`config.mk`:
```
export PLATFORM = sky130hd
export DESIGN_NAME = burst_sram
export DESIGN_NICKNAME = d
export VERILOG_FILES = /design/src/rtl/burst_sram_pkg.sv /design/src/rtl/burst_sram_ctrl.sv /design/src/rtl/burst_addr_gen.sv /design/src/rtl/burst_sram_array.sv /design/src/rtl/burst_sram_out.sv /design/src/rtl/burst_sram.sv
export SDC_FILE = /design/constraint.sdc
export NUM_CORES = 2
export LEC_CHECK = 0
export BUFFER_PORTS_ARGS = -buffer_cell sky130_fd_sc_hd__buf_2
export CAP_MARGIN = 20
export CORE_AREA = 2 2 433 435
export DETAILED_ROUTE_END_ITERATION = 12
export DIE_AREA = 0 0 435 437
export PLACE_DENSITY = 0.68
export RECOVER_POWER = 100
export SETUP_SLACK_MARGIN = 0.05
export SKIP_LAST_GASP = 1
export SLEW_MARGIN = 40
export SYNTH_ARGS = -nofsm -noshare
export SYNTH_HDL_FRONTEND = slang
export SYNTH_HIERARCHICAL = 1
export SYNTH_SLANG_ARGS = --single-unit
```
`constraint.sdc`:
```
create_clock -name clk -period 9.37 [get_ports clk]
set_input_delay 0.937 -clock clk [delete_from_list [all_inputs] [get_ports clk]]
set_output_delay 0.937 -clock clk [all_outputs]
set_load 0.02 [all_outputs]
```
`src/rtl/burst_sram_pkg.sv`:
```
package burst_sram_pkg;
  typedef enum logic [1:0] {
    OP_IDLE  = 2'd0,
    OP_READ  = 2'd1,
    OP_WRITE = 2'd2,
    OP_DESEL = 2'd3
  } sram_op_e;
endpackage

```
`src/rtl/burst_sram_ctrl.sv`:
```
module burst_sram_ctrl
  import burst_sram_pkg::*;
#(
  parameter int ADDR_W = 6,
  parameter int LANES  = 4,
  parameter int LANE_W = 9
) (
  input  logic                    clk,
  input  logic                    rst_n,
  input  logic [ADDR_W-1:0]       addr_in,
  input  logic                    proc_strobe_n,
  input  logic                    ctrl_strobe_n,
  input  logic                    step_n,
  input  logic                    order_sel,
  input  logic [2:0]              chip_en_n,
  input  logic                    all_wr_n,
  input  logic                    lane_wr_en_n,
  input  logic [LANES-1:0]        lane_sel_n,
  input  logic [LANES*LANE_W-1:0] din,
  output sram_op_e                op,
  output logic                    load,
  output logic                    step,
  output logic [ADDR_W-1:0]       ld_addr,
  output logic                    order,
  output logic [LANES-1:0]        wr_mask,
  output logic [LANES*LANE_W-1:0] wr_data
);
  localparam int DATA_W = LANES * LANE_W;

  // captured inputs
  logic [ADDR_W-1:0] addr_q;
  logic              proc_q, ctrl_q, step_q, order_q, gw_q, lwe_q;
  logic [2:0]        ce_q;
  logic [LANES-1:0]  lsel_q;
  logic [DATA_W-1:0] din_q;
  logic              busy_q, busy_d;
  logic              sel_all, proc_go, wr_req;

  always_ff @(posedge clk or negedge rst_n) begin
    if (!rst_n) begin
      addr_q  <= '0;
      proc_q  <= 1'b1;
      ctrl_q  <= 1'b1;
      step_q  <= 1'b1;
      order_q <= 1'b0;
      gw_q    <= 1'b1;
      lwe_q   <= 1'b1;
      ce_q    <= '1;
      lsel_q  <= '1;
      din_q   <= '0;
    end else begin
      addr_q  <= addr_in;
      proc_q  <= proc_strobe_n;
      ctrl_q  <= ctrl_strobe_n;
      step_q  <= step_n;
      order_q <= order_sel;
      gw_q    <= all_wr_n;
      lwe_q   <= lane_wr_en_n;
      ce_q    <= chip_en_n;
      lsel_q  <= lane_sel_n;
      din_q   <= din;
    end
  end

  always_comb begin
    sel_all = (ce_q == 3'b000);
    proc_go = !proc_q && !ce_q[0];
    wr_req  = !gw_q || (!lwe_q && (lsel_q != '1));
    wr_mask = !gw_q ? '1 : (!lwe_q ? ~lsel_q : '0);
    op      = OP_IDLE;
    load    = 1'b0;
    step    = 1'b0;
    if (proc_go) begin
      if (sel_all) begin
        op   = OP_READ;
        load = 1'b1;
      end else begin
        op = OP_DESEL;
      end
    end else if (!ctrl_q) begin
      if (sel_all) begin
        op   = wr_req ? OP_WRITE : OP_READ;
        load = 1'b1;
      end else begin
        op = OP_DESEL;
      end
    end else if (busy_q) begin
      op   = wr_req ? OP_WRITE : OP_READ;
      step = !step_q;
    end
    busy_d = busy_q;
    if (load) busy_d = 1'b1;
    else if (op == OP_DESEL) busy_d = 1'b0;
  end

  always_ff @(posedge clk or negedge rst_n) begin
    if (!rst_n) busy_q <= 1'b0;
    else        busy_q <= busy_d;
  end

  assign ld_addr = addr_q;
  assign order   = order_q;
  assign wr_data = din_q;
endmodule

```
`src/rtl/burst_addr_gen.sv`:
```
module burst_addr_gen #(
  parameter int ADDR_W = 6
) (
  input  logic              clk,
  input  logic              rst_n,
  input  logic              load,
  input  logic              step,
  input  logic              order,
  input  logic [ADDR_W-1:0] ld_addr,
  output logic [ADDR_W-1:0] acc_addr
);
  localparam int CNT_W = 2;

  logic [ADDR_W-1:0] base_q, base_d;
  logic [CNT_W-1:0]  cnt_q, cnt_d, low;

  always_comb begin
    base_d = base_q;
    cnt_d  = cnt_q;
    if (load) begin
      base_d = ld_addr;
      cnt_d  = '0;
    end else if (step) begin
      cnt_d = cnt_q + 1'b1;
    end
    low      = order ? (base_d[CNT_W-1:0] ^ cnt_d) : (base_d[CNT_W-1:0] + cnt_d);
    acc_addr = {base_d[ADDR_W-1:CNT_W], low};
  end

  always_ff @(posedge clk or negedge rst_n) begin
    if (!rst_n) begin
      base_q <= '0;
      cnt_q  <= '0;
    end else if (load || step) begin
      base_q <= base_d;
      cnt_q  <= cnt_d;
    end
  end
endmodule

```
`src/rtl/burst_sram_array.sv`:
```
module burst_sram_array #(
  parameter int ADDR_W = 6,
  parameter int LANES  = 4,
  parameter int LANE_W = 9
) (
  input  logic                    clk,
  input  logic                    we,
  input  logic [LANES-1:0]        mask,
  input  logic [ADDR_W-1:0]       addr,
  input  logic [LANES*LANE_W-1:0] wdata,
  output logic [LANES*LANE_W-1:0] rdata
);
  localparam int DEPTH = 1 << ADDR_W;

  for (genvar l = 0; l < LANES; l++) begin : g_lane
    logic [LANE_W-1:0] cells [DEPTH];
    always_ff @(posedge clk) begin
      if (we && mask[l]) cells[addr] <= wdata[l*LANE_W +: LANE_W];
    end
    assign rdata[l*LANE_W +: LANE_W] = cells[addr];
  end
endmodule

```
`src/rtl/burst_sram_out.sv`:
```
module burst_sram_out
  import burst_sram_pkg::*;
#(
  parameter int DATA_W = 36
) (
  input  logic              clk,
  input  logic              rst_n,
  input  sram_op_e          op,
  input  logic [DATA_W-1:0] rdata,
  output logic [DATA_W-1:0] q,
  output logic              oe
);
  logic oe_d, pend_q, pend_d;

  always_comb begin
    pend_d = (op == OP_DESEL);
    case (op)
      OP_READ:  oe_d = 1'b1;
      OP_WRITE: oe_d = 1'b0;
      default:  oe_d = pend_q ? 1'b0 : oe;
    endcase
  end

  always_ff @(posedge clk or negedge rst_n) begin
    if (!rst_n) begin
      oe     <= 1'b0;
      pend_q <= 1'b0;
    end else begin
      oe     <= oe_d;
      pend_q <= pend_d;
    end
  end

  always_ff @(posedge clk or negedge rst_n) begin
    if (!rst_n)              q <= '0;
    else if (op == OP_READ)  q <= rdata;
  end
endmodule

```
`src/rtl/burst_sram.sv`:
```
module burst_sram
  import burst_sram_pkg::*;
#(
  parameter int ADDR_W = 6,
  parameter int LANES  = 4,
  parameter int LANE_W = 9
) (
  input  logic                    clk,
  input  logic                    rst_n,
  input  logic [ADDR_W-1:0]       addr_in,
  input  logic                    proc_strobe_n,
  input  logic                    ctrl_strobe_n,
  input  logic                    step_n,
  input  logic                    order_sel,
  input  logic [2:0]              chip_en_n,
  input  logic                    all_wr_n,
  input  logic                    lane_wr_en_n,
  input  logic [LANES-1:0]        lane_sel_n,
  input  logic [LANES*LANE_W-1:0] din,
  output logic [LANES*LANE_W-1:0] dq_out,
  output logic                    dq_oe
);
  localparam int DATA_W = LANES * LANE_W;

  sram_op_e          op;
  logic              load, step, order, arr_we;
  logic [ADDR_W-1:0] ld_addr, acc_addr;
  logic [LANES-1:0]  arr_mask;
  logic [DATA_W-1:0] wr_data, rd_data;

  burst_sram_ctrl #(.ADDR_W(ADDR_W), .LANES(LANES), .LANE_W(LANE_W)) i_ctrl (
    .clk(clk), .rst_n(rst_n), .addr_in(addr_in),
    .proc_strobe_n(proc_strobe_n), .ctrl_strobe_n(ctrl_strobe_n),
    .step_n(step_n), .order_sel(order_sel), .chip_en_n(chip_en_n),
    .all_wr_n(all_wr_n), .lane_wr_en_n(lane_wr_en_n), .lane_sel_n(lane_sel_n),
    .din(din), .op(op), .load(load), .step(step), .ld_addr(ld_addr),
    .order(order), .wr_mask(arr_mask), .wr_data(wr_data)
  );

  burst_addr_gen #(.ADDR_W(ADDR_W)) i_agen (
    .clk(clk), .rst_n(rst_n), .load(load), .step(step), .order(order),
    .ld_addr(ld_addr), .acc_addr(acc_addr)
  );

  assign arr_we = (op == OP_WRITE);

  burst_sram_array #(.ADDR_W(ADDR_W), .LANES(LANES), .LANE_W(LANE_W)) i_array (
    .clk(clk), .we(arr_we), .mask(arr_mask), .addr(acc_addr),
    .wdata(wr_data), .rdata(rd_data)
  );

  burst_sram_out #(.DATA_W(DATA_W)) i_out (
    .clk(clk), .rst_n(rst_n), .op(op), .rdata(rd_data),
    .q(dq_out), .oe(dq_oe)
  );
endmodule

```
After elaboration in Yosys (flattened, before gate mapping)
Memories as Yosys holds them, arrays and structs flattened. A register that Yosys moved wholly into a read port is not among the register bits. Index checks and enable logic that the tools add are counted.

Bitwise logic cells: 2. Multiplexer cells: 30. Add/subtract/negate cells: 2. Eq/ne operators: 4. Reduce and logical (&&, ||, !) cells: 20.

Operator list (count): 2-bit two-way mux (9); 1-bit two-way mux (17); 1-bit logical NOT (9); 4-bit two-way mux (2); 1-bit logical AND (6); 6-bit two-way mux (1); 2-bit equality test (second input constant) (2); 4-bit inequality test (second input constant) (1); 4-bit NOT (1); 3-bit logical NOT (1); 3-bit nonzero test (1); 2-bit by 1-bit adder with 2-bit output (second input constant) (1); 2-bit adder (1); 2-bit by 1-bit equality test with 1-bit output (second input constant) (1); 1-bit logical OR (2); 1-bit case mux with 2 select lines (1); 2-bit nonzero test (1); 2-bit XOR (1).

Memories: 4. Flip-flop bits (word level): 66. Memory bits (writable): 2304. Bits of input ports: 57. Word-level logic and storage cells: 77.

Memories: i_array.g_lane[0].cells (depth 64, width 9, read ports 1, clocked after Yosys merged registers in 1, write ports 1, RTL line burst_sram_array.sv:16) `logic [LANE_W-1:0] cells [DEPTH];`; i_array.g_lane[1].cells (depth 64, width 9, read ports 1, clocked after Yosys merged registers in 1, write ports 1, RTL line burst_sram_array.sv:16); i_array.g_lane[2].cells (depth 64, width 9, read ports 1, clocked after Yosys merged registers in 1, write ports 1, RTL line burst_sram_array.sv:16); i_array.g_lane[3].cells (depth 64, width 9, read ports 1, clocked after Yosys merged registers in 1, write ports 1, RTL line burst_sram_array.sv:16).

Depth between registers and ports, before layout
Depth in word-level cells: 11. Gate-level depth with buffers: 21. Depth with buffers taken out: 16.

Modules after synthesis
The synthesis kept the hierarchy.

Modules (own cells, without submodules): burst_sram_array (area each 88467.3 um^2, seq. area each 69186.4 um^2, times used 1, cells each 5163); burst_sram_out (area each 1580.3 um^2, seq. area each 950.9 um^2, times used 1, cells each 83); burst_sram_ctrl (area each 1536.5 um^2, seq. area each 1416.4 um^2, times used 1, cells each 76); burst_addr_gen (area each 449.2 um^2, seq. area each 200.2 um^2, times used 1, cells each 35); burst_sram (area each 13.8 um^2, seq. area each 0.0 um^2, times used 1, cells each 1).

Least setup slack after synthesis
Ideal clock, no wire load.

Kind: register to register. From: reg i_ctrl.ce_q[0]. To: reg i_out.q[0], read port of i_array.g_lane[0].cells. Data arrival time: 4.327 ns. Setup slack: 4.918 ns. Required time: 9.245 ns. Buffers on the path: 4. Stages on the path, launching flop included: 18. Library setup time: 0.125 ns. Clock period less this slack: 4.452 ns. Cell sequence: dfstp_2 -> or3_4 -> nor2_1 -> buf_2 -> mux2_2 -> ha_1 -> nor2b_1 -> xnor2_2 -> xnor2_1 -> buf_6 -> buf_4 -> buf_1 -> mux2_2 -> a221oi_1 -> a21oi_1 -> a21o_1 -> a211o_1 -> mux2_4.

Cells in the longest elaborated chain, start to end: 7. Elaborated cells on any way between the ends: 18. Those cells by class: 1 x add/sub; 1 x eq/ne; 12 x mux; 1 x bitwise; 3 x reduce/logical.

Ends and longest elaborated chain: start: declaration (RTL line burst_sram_ctrl.sv:33) `logic [2:0] ce_q;`; start signal: assignment (RTL line burst_sram_ctrl.sv:59) `ce_q <= chip_en_n;`; 3-bit logical NOT (RTL line burst_sram_ctrl.sv:66) `sel_all = (ce_q == 3'b000);`; 1-bit two-way mux (RTL line burst_sram_ctrl.sv:74, burst_sram_ctrl.sv:81); 1-bit two-way mux (RTL line burst_sram_ctrl.sv:80) `end else if (!ctrl_q) begin`; 1-bit two-way mux (*) (RTL line burst_sram_ctrl.sv:73) `if (proc_go) begin`; net load (RTL line burst_sram.sv:26) `logic load, step, order, arr_we;`; 6-bit two-way mux (*) (RTL line burst_addr_gen.sv:20) `if (load) begin`; net i_agen.base_d[0] (RTL line burst_addr_gen.sv:14) `logic [ADDR_W-1:0] base_q, base_d;`; 2-bit adder (*) (RTL line burst_addr_gen.sv:26) `low = order ? (base_d[CNT_W-1:0] ^ cnt_d) : (base_d[CNT_W-1:0] + cnt_d);`; 2-bit two-way mux (*) (RTL line burst_addr_gen.sv:26); net acc_addr[1] (RTL line burst_sram.sv:27) `logic [ADDR_W-1:0] ld_addr, acc_addr;`; end: declaration (RTL line burst_sram_out.sv:10) `output logic [DATA_W-1:0] q,`.

The timed path passes the listed nets; every way through them passes the cells marked *. A chain may end at the register's enable or synchronous reset.

Worst setup path in the final report
From: reg i_ctrl.ce_q[0]. To: mem i_array.g_lane[3].cells[63][0], enable pin.

Elaborated cells on any way between the ends: 21. Those cells by class: 1 x add/sub; 1 x eq/ne; 14 x mux; 1 x bitwise; 4 x reduce/logical.

RTL lines (RTL line): 3-bit logical NOT (burst_sram_ctrl.sv:66); 1-bit two-way mux (burst_sram_ctrl.sv:74, burst_sram_ctrl.sv:81); 1-bit two-way mux (burst_sram_ctrl.sv:80); 1-bit two-way mux (*) (burst_sram_ctrl.sv:73); net load (burst_sram.sv:26); 6-bit two-way mux (*) (burst_addr_gen.sv:20); net i_agen.base_d[0] (burst_addr_gen.sv:14); 2-bit adder (*) (burst_addr_gen.sv:26); 2-bit two-way mux (*) (burst_addr_gen.sv:26); net acc_addr[1] (burst_sram.sv:27); end: declaration (burst_sram_array.sv:16).

Marks and branches as above.

==> metrics <==
Total Nets Final 5440; total clock sinks 2406; pwr/cell area 271 mW/mm2; DRT iter0 DRCs 9300; register share of total power 44.6%; status finished with violations; post-CTS setup buffer count 0; number of global-route vias before repair 52100; die boundary width 435 um; final worst slack 1.40 ns; sum of net half-perimeters after detailed placement 157000 um; worst hold path class primary input to flop; maximum VDD drop 210 uV; total chip power 0.0275 W; post-cts hold buffer count 0; initial core utilization 49.7%; Detail Route Antenna Nets 0; largest net degree at the start of global routing 127; routed vias 54800; cell chosen for the clock root clkbuf_16; Setup crit end kind flop; switching power as a share of total power 32.0%; failing checks max-capacitance violations, max-slew violations; fraction of final layout cells sized beyond drive strength 1 12.7%; vias per cell 6.79; per-instance average area after synthesis 17.2 um2; overall overflow remaining after global route 0; global-route wire length before repair 385000 um; power share of the clock group 31.9%; Synthesized Nets 5416; final setup TNS 0 ns; final weighted congestion of routability-driven global placement 0.874; maximum net fanout on the critical path 18; area of placed instances 0.0952 mm2; total core area 0.185 mm2; All-Layer GR Usage 28.1%; IO Count 94; type of the setup path with the least slack flop to flop; reported net switching power 0.00881 W; post-place setup slack 3.03 ns; number of enable flip-flop cells after synthesis 2304; Worst Path Arrival 8.45 ns; portion of the post-synthesis area used by sequential elements 78.0%; Synth warnings 6; wire length after detailed routing 274000 um; floorplan die area 0.190 mm2; number of distinct library cells after synthesis 74; clock network latency to the later pin of the worst-skew pair 0.88 ns; leakage dissipation 31.5 nW; Max H-tree Level 4; proportion of synthesized flip-flops having asynchronous set or reset 4.24%; worst clock skew 0.0402 ns; die extent in y 437 um; I/O Buffers 93; Post-route DRC 0; routed wire length per instance 33.9 um; Placement Rows 158; most common library cell in the layout ignoring fill and taps edfxtp_1; final-report max-slew violation count 2538; Worst setup SP type flop; max-cap violations 43; cell area after technology mapping 0.0920 mm2; cell depth of the worst min-delay path 1; Placed Cells incl. Taps 7636; Tmin final 7.97 ns; power share of the combinational group 23.6%; reg2reg path depth 11; design area 0.102 mm2; post-route fraction of the period consumed by the critical path 85.1%; number of clock buffers inserted by TritonCTS 222; clock tree from TritonCTS yes; Power Internal 0.0187 W; antenna violations before repair 16; Finished Layout Cells 8065; total setup violations reported at the end of the flow 0; Max Root-Sink Buffers 3; Slew Limit Headroom -161%; Pre-Repair DR Iteration Count 8; instance count of the mapped netlist 5358; total of flip-flops plus latches after synthesis 2406; synth-to-layout area growth 10.4%; clock-pin slew of the registers on the worst-case setup and hold paths 0.06 ns; top library cells by usage in the layout, fill and taps aside edfxtp_1 (2304), nor2_1 (404), a22oi_1 (384); top flip-flop cell by instance count after synthesis edfxtp_1; setup repair after global routing missed its margin no; number of hold violations in the final report 0; timing-limited maximum frequency 0.125 GHz; Worst Path Required 9.85 ns; Worst-Margin Slew 3.91 ns; number of instances resized during post-cts repair 0
[per-layer routing]
metal	routed length (um)	GRT usage (%)
met1	99900	38.5
met2	121000	41.8
met5	172	0.479
met4	14400	12.6
met3	37600	8.32
[cell families after synthesis]
family	after synthesis	share of synthesized area, %
flops	2406	78.0
simple gates	674	3.22
buf+inv	418	2.19
mux	357	4.96
xor+xnor	3	0.0367
compound gates	1498	11.6
fa+ha+maj	2	0.0245
[cell type report]
type,count,area (um2)
repair buffers,214,1340
clock inverters,105,822
diodes,9,22.5
well taps,2480,3100
multi-input cells,2534,18300
inverters,4,25.0
clock buffers,313,6190
flip-flops and latches,2406,71800
fillers,14300,83400
[state kept, by name, indices dropped and copies added, names as in the netlist, 2 cells and up]
name,cells
i_ctrl/lsel_q,4
i_ctrl/wr_data,36
i_out/q,36
i_agen/base_q,6
i_agen/cnt_q,2
i_ctrl/ld_addr,6
i_ctrl/ce_q,3
i_array/g_lane.cells,2304
[cell usage after synthesis, drive strengths merged (19+ instances only)]
cell type	n	share of area, %
mux2i	141	1.5
a211oi	36	0.29
a31oi	20	0.14
mux2	162	2.1
nor2	408	1.7
o221ai	19	0.18
nor2b	21	0.17
a22oi	384	3.1
buf	261	1.5
nand2	101	0.41
o21ai	236	1.3
a22o	71	0.68
edfxtp	2304	75
a221oi	359	3.4
nand3	32	0.17
a21oi	173	0.94
nor3	22	0.13
clkbuf	153	0.62
mux4	54	1.3
o22ai	125	0.85
nand4	25	0.17
dfrtp	90	2.4
[path summary, 6_finish.rpt]
path | start | end | slack [ns]
max | i_ctrl/ce_q[0] | i_array/g_lane[3].cells[63][0] | 1.40
min | lane_sel_n[2] | i_ctrl/lsel_q[2] | 0.16
max reg2reg | i_ctrl/ce_q[0] | i_array/g_lane[3].cells[63][0] | 1.40
min reg2reg | i_out/q[15] | i_out/q[15] | 0.49
max in group asynchronous | rst_n | i_ctrl/wr_data[29] | 2.49
min in group asynchronous | rst_n | i_ctrl/wr_data[9] | 1.41
[power groups by stage]
| stage | Sequential, W | Clock [W] | Combinational (W) |
|---|---|---|---|
| 3_5_place_dp | 0.0124 | 0 | 0.00639 |
| 4_1_cts | 0.0122 | 0.00881 | 0.00642 |
| 5_1_grt | 0.0123 | 0.00921 | 0.00669 |
| 2_1_floorplan | 0.0125 | 0 | 0.00373 |
| 3_3_place_gp | 0.0124 | 0 | 0.00630 |
| 6_report | 0.0123 | 0.00877 | 0.00649 |
[metrics by stage]
| stage | utilization (%) | hold slack, ns |
|---|---|---|
| 3_5_place_dp | 51.5 | 0.492 |
| 6_report | 54.9 | 0.163 |
| 5_1_grt | 54.9 | 0.136 |
| 4_1_cts | 55.3 | 0.0608 |
| 2_1_floorplan | - | 0.474 |
| 3_3_place_gp | 51.2 | 0.487 |
[critical path, cell delays in order (launching register included)]
cell and delay, ns:
dfstp_1 0.39, or3_1 0.41, nor2_1 0.87, mux2_1 0.44, ha_4 0.17, nor2b_1 0.14
xnor2_2 0.14, xnor2_1 0.48, nand2_4 0.44, nor2_1 1.83, nand2_1 1.11, nor2_1 1.11
No activity file was read; power rests on OpenSTA's default activity.
